<file path="src/rtl/simd_mm_pkg.sv">
package simd_mm_pkg;

  typedef enum logic [1:0] {
    SEL_A    = 2'd0,
    SEL_B    = 2'd1,
    SEL_C    = 2'd2,
    SEL_NONE = 2'd3
  } mat_sel_e;

  typedef enum logic [1:0] {
    OP_IDLE  = 2'd0,
    OP_CLEAR = 2'd1,
    OP_MAC   = 2'd2
  } pe_op_e;

  function automatic int total_steps(input int n);
    return n * (n + 1);
  endfunction

endpackage

</file>
<file path="src/rtl/simd_mm_pe.sv">
module simd_mm_pe
  import simd_mm_pkg::*;
#(
  parameter int N  = 4,
  parameter int DW = 8,
  parameter int AW = 20,
  parameter int IW = 2
) (
  input  logic                 clk,
  input  logic                 rst_n,
  input  pe_op_e               op,
  input  logic [IW-1:0]        step_row,
  input  logic [IW-1:0]        step_k,
  input  logic signed [DW-1:0] bcast_a,
  input  logic                 we_a,
  input  logic                 we_b,
  input  logic [IW-1:0]        host_row,
  input  logic signed [DW-1:0] host_wdata,
  output logic signed [DW-1:0] a_at_step,
  output logic signed [DW-1:0] rd_a,
  output logic signed [DW-1:0] rd_b,
  output logic signed [AW-1:0] rd_c
);

  localparam int PW = 2 * DW;

  logic signed [DW-1:0] a_mem [N];
  logic signed [DW-1:0] b_mem [N];
  logic signed [AW-1:0] c_mem [N];

  function automatic logic signed [AW-1:0] mac_step(
    input logic signed [AW-1:0] acc,
    input logic signed [DW-1:0] x,
    input logic signed [DW-1:0] y
  );
    logic signed [PW-1:0] prod;
    prod = x * y;
    return acc + AW'(prod);
  endfunction

  assign a_at_step = a_mem[step_row];
  assign rd_a      = a_mem[host_row];
  assign rd_b      = b_mem[host_row];
  assign rd_c      = c_mem[host_row];

  always_ff @(posedge clk) begin
    if (!rst_n) begin
      for (int r = 0; r < N; r++) begin
        a_mem[r] <= '0;
        b_mem[r] <= '0;
        c_mem[r] <= '0;
      end
    end else begin
      if (we_a) a_mem[host_row] <= host_wdata;
      if (we_b) b_mem[host_row] <= host_wdata;
      case (op)
        OP_CLEAR: c_mem[step_row] <= '0;
        OP_MAC:   c_mem[step_row] <= mac_step(c_mem[step_row], bcast_a, b_mem[step_k]);
        default:  ;
      endcase
    end
  end

endmodule

</file>
<file path="src/rtl/simd_mm_ctrl.sv">
module simd_mm_ctrl
  import simd_mm_pkg::*;
#(
  parameter int N  = 4,
  parameter int IW = 2
) (
  input  logic          clk,
  input  logic          rst_n,
  input  logic          start,
  output logic          busy,
  output logic          done,
  output pe_op_e        op,
  output logic [IW-1:0] row,
  output logic [IW-1:0] k,
  output logic          last_step
);

  localparam int PW = $clog2(N + 1);

  logic          busy_q;
  logic          done_q;
  logic [IW-1:0] row_q;
  logic [PW-1:0] ph_q;
  logic [PW-1:0] k_wide;

  assign k_wide    = ph_q - PW'(1);
  assign k         = k_wide[IW-1:0];
  assign row       = row_q;
  assign busy      = busy_q;
  assign done      = done_q;
  assign last_step = busy_q && (row_q == IW'(N - 1)) && (ph_q == PW'(N));

  always_comb begin
    if (!busy_q)          op = OP_IDLE;
    else if (ph_q == '0)  op = OP_CLEAR;
    else                  op = OP_MAC;
  end

  always_ff @(posedge clk) begin
    if (!rst_n) begin
      busy_q <= 1'b0;
      done_q <= 1'b0;
      row_q  <= '0;
      ph_q   <= '0;
    end else if (!busy_q) begin
      if (start) begin
        busy_q <= 1'b1;
        done_q <= 1'b0;
        row_q  <= '0;
        ph_q   <= '0;
      end
    end else if (last_step) begin
      busy_q <= 1'b0;
      done_q <= 1'b1;
    end else if (ph_q == PW'(N)) begin
      ph_q  <= '0;
      row_q <= row_q + IW'(1);
    end else begin
      ph_q <= ph_q + PW'(1);
    end
  end

endmodule

</file>
<file path="src/rtl/simd_mm_top.sv">
module simd_mm_top
  import simd_mm_pkg::*;
#(
  parameter int N  = 4,
  parameter int DW = 8,
  parameter int AW = 20,
  localparam int IW = (N > 1) ? $clog2(N) : 1
) (
  input  logic                 clk,
  input  logic                 rst_n,
  input  logic                 start,
  output logic                 busy,
  output logic                 done,
  input  logic                 host_we,
  input  logic [1:0]           host_sel,
  input  logic [IW-1:0]        host_row,
  input  logic [IW-1:0]        host_col,
  input  logic signed [DW-1:0] host_wdata,
  output logic signed [AW-1:0] host_rdata
);

  pe_op_e        op;
  logic [IW-1:0] step_row;
  logic [IW-1:0] step_k;
  logic          last_step;
  logic          step_fire;
  logic          clear_fire;
  logic          mac_fire;
  logic          wr_accept;
  mat_sel_e      sel;

  logic signed [DW-1:0] pe_a_step [N];
  logic signed [DW-1:0] pe_rd_a   [N];
  logic signed [DW-1:0] pe_rd_b   [N];
  logic signed [AW-1:0] pe_rd_c   [N];
  logic signed [DW-1:0] bcast_a;

  assign sel        = mat_sel_e'(host_sel);
  assign step_fire  = (op != OP_IDLE);
  assign clear_fire = (op == OP_CLEAR);
  assign mac_fire   = (op == OP_MAC);
  assign wr_accept  = host_we && !busy;
  assign bcast_a    = pe_a_step[step_k];

  simd_mm_ctrl #(.N(N), .IW(IW)) u_ctrl (
    .clk       (clk),
    .rst_n     (rst_n),
    .start     (start),
    .busy      (busy),
    .done      (done),
    .op        (op),
    .row       (step_row),
    .k         (step_k),
    .last_step (last_step)
  );

  for (genvar g = 0; g < N; g++) begin : g_pe
    logic we_a;
    logic we_b;
    assign we_a = wr_accept && (sel == SEL_A) && (host_col == IW'(g));
    assign we_b = wr_accept && (sel == SEL_B) && (host_col == IW'(g));

    simd_mm_pe #(.N(N), .DW(DW), .AW(AW), .IW(IW)) u_pe (
      .clk        (clk),
      .rst_n      (rst_n),
      .op         (op),
      .step_row   (step_row),
      .step_k     (step_k),
      .bcast_a    (bcast_a),
      .we_a       (we_a),
      .we_b       (we_b),
      .host_row   (host_row),
      .host_wdata (host_wdata),
      .a_at_step  (pe_a_step[g]),
      .rd_a       (pe_rd_a[g]),
      .rd_b       (pe_rd_b[g]),
      .rd_c       (pe_rd_c[g])
    );
  end

  always_comb begin
    case (sel)
      SEL_A:   host_rdata = AW'(pe_rd_a[host_col]);
      SEL_B:   host_rdata = AW'(pe_rd_b[host_col]);
      SEL_C:   host_rdata = pe_rd_c[host_col];
      default: host_rdata = '0;
    endcase
  end

endmodule

</file>
<file path="config.mk">
export PLATFORM = sky130hd
export DESIGN_NAME = simd_mm_top
export DESIGN_NICKNAME = d
export VERILOG_FILES = /design/src/rtl/simd_mm_pkg.sv /design/src/rtl/simd_mm_pe.sv /design/src/rtl/simd_mm_ctrl.sv /design/src/rtl/simd_mm_top.sv
export SDC_FILE = /design/constraint.sdc
export NUM_CORES = 2
export LEC_CHECK = 0
export BUFFER_PORTS_ARGS = -buffer_cell sky130_fd_sc_hd__buf_2
export CAP_MARGIN = 5
export CORE_MARGIN = 2
export CORE_UTILIZATION = 69
export CTS_CLUSTER_DIAMETER = 150
export DETAILED_ROUTE_END_ITERATION = 6
export PLACE_DENSITY = 0.82
export SKIP_CTS_REPAIR_TIMING = 1
export SLEW_MARGIN = 40
export SYNTH_ARGS = -nofsm -noshare
export SYNTH_HDL_FRONTEND = slang
export SYNTH_SLANG_ARGS = --single-unit
</file>
<file path="constraint.sdc">
create_clock -name clk -period 11.3 [get_ports clk]
set_input_delay 2.26 -clock clk [delete_from_list [all_inputs] [get_ports clk]]
set_output_delay 2.26 -clock clk [all_outputs]
set_load 0.05 [all_outputs]
</file>
Word-level counts from Yosys, hierarchy flattened

Memory sizes are Yosys's and may differ from the RTL's. A register that Yosys moved wholly into a read port is not among the register bits.
Cells that the tools add are included.

Bits in registers: 7
Memories kept: 12
Output and inout bits: 22
Bits of input ports: 18
Memory bits (writable): 576
Logic and storage cells: 196

Multipliers: 4
Magnitude comparators: 2
Bitwise gates (word level): 6
Reductions and logical operators: 33
Mux-type cells: 116
Eq/ne operators: 12
Add/subtract/negate cells: 7

Memories:

| name               | words | width | read ports | clocked after Yosys merged registers in | write ports | RTL line         | source |
|---|---|---|---|---|---|---|---|
| g_pe[0].u_pe.c_mem | 4     | 20    | 2          | 1                                       | 4           | simd_mm_pe.sv:29 | `logic signed [AW-1:0] c_mem [N];` |
| g_pe[1].u_pe.c_mem | 4     | 20    | 2          | 1                                       | 4           | simd_mm_pe.sv:29 |  |
| g_pe[2].u_pe.c_mem | 4     | 20    | 2          | 1                                       | 4           | simd_mm_pe.sv:29 |  |
| g_pe[3].u_pe.c_mem | 4     | 20    | 2          | 1                                       | 4           | simd_mm_pe.sv:29 |  |
| g_pe[0].u_pe.a_mem | 4     | 8     | 2          | 1                                       | 4           | simd_mm_pe.sv:27 | `logic signed [DW-1:0] a_mem [N];` |
| g_pe[0].u_pe.b_mem | 4     | 8     | 2          | 0                                       | 4           | simd_mm_pe.sv:28 | `logic signed [DW-1:0] b_mem [N];` |
| 6 more memories    | --    | --    | --         | --                                      | --          | --               |  |

Operators by type and width:

| cell                | number |
|---|---|
| $mux 20             | 10 |
| $mux 8              | 14 |
| $add 20x16->20      | 4 |
| $reduce_or 20->1    | 4 |
| $mux 2              | 34 |
| $mul 8x8->16        | 4 |
| $reduce_or 8->1     | 8 |
| $pmux 20 s3         | 1 |
| $mux 1              | 49 |
| $bmux 8 s2          | 3 |
| $bmux 20 s2         | 1 |
| $logic_and 1x1->1   | 13 |
| $mux 3              | 4 |
| $eq 2x2->1 const B  | 5 |
| $eq 2x1->1 const B  | 3 |
| $ge 3x3->1 const B  | 2 |
| $ne 2x2->1 const B  | 3 |
| $not 2->3           | 2 |
| $logic_not 2->1     | 2 |
| $or 1x1->1          | 4 |
| $reduce_and 2->1    | 2 |
| $add 3x1->3 const B | 1 |
| $eq 3x3->1 const B  | 1 |
| $logic_not 3->1     | 1 |
| other kinds (5)     | 5 |

Logic depth before layout (Yosys ltp)

Word-level depth: 10
Mapped depth: 27
Gate-level depth less buffers: 22

Modules after synthesis

From an unflattened synthesis, not the netlist that was laid out.

Cell total of the unflattened synthesis: 3581
Area total of the unflattened synthesis: 45125.8 µm²

Modules (own cells, without submodules):

| module                    | instances | area an instance (µm²) | sequential area each (µm²) | cells each |
|---|---|---|---|---|
| simd_mm_pe (g_pe[2].u_pe) | 1         | 10930.5                | 4324.1                     | 871 |
| simd_mm_pe (g_pe[1].u_pe) | 1         | 10865.4                | 4324.1                     | 853 |
| simd_mm_pe (g_pe[0].u_pe) | 1         | 10799.1                | 4324.1                     | 850 |
| simd_mm_pe (g_pe[3].u_pe) | 1         | 10675.2                | 4324.1                     | 833 |
| simd_mm_top               | 1         | 1480.2                 | 0.0                        | 131 |
| simd_mm_ctrl              | 1         | 375.4                  | 140.1                      | 43 |

Worst setup path after synthesis

No wires, ideal clock.

Kind: flip-flop to flip-flop
Start point: reg u_ctrl.ph_q[0]
End point: mem g_pe[3].u_pe.c_mem[3][18], data pin
Period minus slack after synthesis: 7.414 ns
Arrival time: 7.267 ns
Stages on the path, launching flop included: 22
Library setup time: 0.147 ns
Data required time: 11.153 ns
Path slack: 3.886 ns
Path buffers: 5
Cell sequence: dfxtp_1 -> buf_2 -> buf_2 -> inv_1 -> clkbuf_1 -> ha_1 -> buf_2 -> buf_1 -> mux4_2 -> and2_1 -> inv_1 -> fa_1 -> inv_1 -> fa_1 -> fa_1 -> fa_1 -> ha_1 -> ha_1 -> a2111oi_0 -> a211oi_1 -> o41a_1 -> a21oi_1

RTL lines:

| item                   | RTL line           | source |
|---|---|---|
| start, declared        | simd_mm_ctrl.sv:23 | `logic [PW-1:0] ph_q;` |
| start signal, assigned | simd_mm_ctrl.sv:59 | `ph_q <= ph_q + PW'(1);` |
| end, declared          | simd_mm_pe.sv:29   |  |

==> impl_metrics.json <==
{
  "outcome": "finished, violations left",
  "violations": "DRC",
  "p_sw_mw": 3.88,
  "syn_area_per_cell_sq_um": 12.5,
  "synthesis.nets": 4073,
  "startpoint_type": "register",
  "syn-cell-area_sq_um": 44100,
  "cts_buffer_depth": 3,
  "crit_type": "register to register",
  "hold_violations": 0,
  "skew_ns": 0.0720,
  "grt_usage_pct": 38.1,
  "overflow": 0,
  "dp_hpwl_mm": 84.2,
  "fin_ws_ns": 3.11,
  "synth_edf_count": 576,
  "fin_nets": 4035,
  "wl_per_cell_um": 27.8,
  "final_core_util_pct": 74.4,
  "grt_max_degree": 96,
  "hold_path.class": "register to register",
  "std_cell_rows": 92,
  "htreeDepth": 2,
  "seqCellArea_sq_um": 17500,
  "first_global_vias": 31600,
  "nFillCells": 3836,
  "async_reset_ff_share_pct": 0,
  "die_y_um": 257,
  "power_density_nw_per_um2": 198,
  "p_int_mw": 5.44,
  "dpl.cell_count": 4260,
  "max_cap_viol_count": 0,
  "rsz0062_at_grt": "false",
  "tritoncts": "built",
  "finalSetupViolations": 0,
  "drc": 5,
  "fin_crit_ns": 8.19,
  "seqPwrFrac_pct": 27.1,
  "multi_input_area_sq_um": 24100,
  "drive_gt1_share_pct": 14.7,
  "worstHoldStart": "u_ctrl.done$_SDFFE_PN0P_",
  "drt_iter0_drc": 4023,
  "fin_setup_tns_ns": 0,
  "grt_pass1_wl_mm": 187,
  "relSlewSlack_pct": 38.6,
  "synth_cell_types": 61,
  "clock-sinks": 585,
  "core_area_sq_um": 63200,
  "cts-root-buf": "clkbuf_16",
  "postRouteAntennaNets": 0,
  "yosys_most_used_dff": "edfxtp_1",
  "synthCells": 3516,
  "antenna_found_initial": 7,
  "postLayoutCellArea_sq_um": 47000,
  "place.gp.congestion": 0.948,
  "ys_seq_elements": 585,
  "clk_pin_slew_ns": 0.06,
  "switching_share_pct": 41.6,
  "dr_total_vias": 29700,
  "pwr-share-clk_pct": 21.8,
  "areaGrowthSynthToFinish_pct": 6.63,
  "cts_buffers": 61,
  "start_util_pct": 69.8,
  "max_freq_mhz": 122,
  "die_x_um": 257,
  "ys_warn_count": 0,
  "wirelength_mm": 122,
  "instances_no_fill": 4369,
  "peakVddDrop_v": 0.000167,
  "io_buffers": 39,
  "p_leak_nw": 19.3,
  "ios": 40,
  "finalCritPeriodShare_pct": 72.5,
  "dieArea_sq_um": 66000,
  "drv_slew": 0,
  "layout_commonest_cell": "edfxtp_1",
  "placed_area_sq_um": 45000,
  "viasPerCell": 6.80,
  "worst_slew_pin_slew_ns": 0.915,
  "cp_max_fo": 32,
  "worst_ep_arrival_time_ns": 8.69,
  "final_cell_mix": "edfxtp_1 (576), inv_1 (478), nor2_1 (389)",
  "first_pass_iters": 7,
  "required_ns": 11.80,
  "end_kind": "register",
  "clk_latency_ns": 0.69,
  "comb_power_share_pct": 51.1,
  "ys_seq_area_share_pct": 39.6,
  "post-place-ws_ns": 3.26
}
-- state kept, by name, summed over array words and instances, names as in the netlist, named ones only --
signal,cells
u_ctrl.row,2
g_pe.u_pe.c_mem,320
u_ctrl.busy,1
g_pe.u_pe.b_mem,128
g_pe.u_pe.a_mem,128
u_ctrl.done,1
u_ctrl.ph_q,3
-- logic make-up (layout without fill, tap and decap cells) --
logic type | after synthesis | after routing | share of synthesized area (%)
buffers and inverters | 665 | 670 | 6.00
AOI/OAI and AO/OA | 267 | 267 | 3.87
DFF | 585 | 585 | 39.6
adders and majority gates | 539 | 539 | 21.3
other | 0 | 2 | 0
xor gates and xnor gates | 65 | 65 | 1.29
muxes | 324 | 324 | 16.2
and+or+nand+nor | 1071 | 1071 | 11.8
-- per-stage QoR --
stage	power, mW	hold slack, ns
detailed placement	7.16	0.487
finish	9.33	0.501
global placement	6.93	0.467
CTS	9.24	0.506
global route	9.89	0.522
floorplan	5.99	0.480
-- layer usage --
layer | wire, um | global-route usage (%) | vias up
met2 | 57600 | 60.8 | 2179
met1 | 41800 | 50.5 | 14900
met4 | 7550 | 19.8 | 6
met3 | 14700 | 7.48 | 444
met5 | 46 | 0 | -
li1 | - | - | 12200
-- synthesized netlist by cell type (31+ instances only) --
| library cell | instances | area [sq um] |
|---|---|---|
| buf_2 | 50 | 250 |
| o21ai_0 | 73 | 365 |
| nor3_1 | 31 | 155 |
| nor2_1 | 390 | 1460 |
| edfxtp_1 | 576 | 17300 |
| inv_1 | 478 | 1790 |
| and2_1 | 281 | 1760 |
| nand2_1 | 198 | 743 |
| xnor2_1 | 53 | 464 |
| nor2b_1 | 32 | 200 |
| a22oi_1 | 36 | 270 |
| fa_1 | 352 | 7050 |
| clkbuf_1 | 104 | 390 |
| ha_1 | 187 | 2340 |
| a21oi_1 | 61 | 305 |
| mux4_2 | 306 | 6890 |
-- cell type report --
cell class / instances / share of cell area, %
well taps: 846 / 2.25
repair buffers: 84 / 1.33
diodes: 2 / 0.0106
clock inverters: 35 / 0.907
inverters: 480 / 3.83
clock buffers: 71 / 3.32
multi-input cells: 2266 / 51.2
flip-flops and latches: 585 / 37.2
-- path summary, 6_finish.rpt --
| check | endpoint | slack [ns] | depth (start not counted) |
|---|---|---|---|
| setup / recovery | g_pe[1].u_pe.c_mem[1][18]$_SDFFCE_PN0P_ | 3.11 | 18 |
| hold / removal | u_ctrl.done$_SDFFE_PN0P_ | 0.50 | 2 |
| setup reg to reg | g_pe[1].u_pe.c_mem[1][18]$_SDFFCE_PN0P_ | 3.11 | 18 |
| hold reg to reg | u_ctrl.done$_SDFFE_PN0P_ | 0.50 | 2 |
-- critical path: stages, from the launching register on --
cell      delay [ns]
dfxtp_4         0.71
buf_4           0.55
mux4_2          0.40
mux4_4          0.94
and2_1          0.30
inv_1           0.53
fa_1            0.53
inv_1           0.08
fa_1            0.44
fa_1            0.56
fa_1            0.41
ha_1            0.28
ha_1            0.33
o21ai_0         0.53
a211oi_1        0.23
a21boi_0        0.22
o2111a_1        0.31
or3_1           0.44
nor2_1          0.15
-- power by group through the flow --
| stage | Clock (mW) | Sequential [mW] | Combinational (mW) |
|---|---|---|---|
| 3_3_place_gp | 0 | 2.56 | 4.37 |
| 2_1_floorplan | 0 | 2.55 | 3.44 |
| 5_1_grt | 2.11 | 2.54 | 5.25 |
| 6_report | 2.04 | 2.53 | 4.76 |
| 3_5_place_dp | 0 | 2.57 | 4.59 |
| 4_1_cts | 2.04 | 2.53 | 4.67 |
No activity file was read; power rests on OpenSTA's default activity.
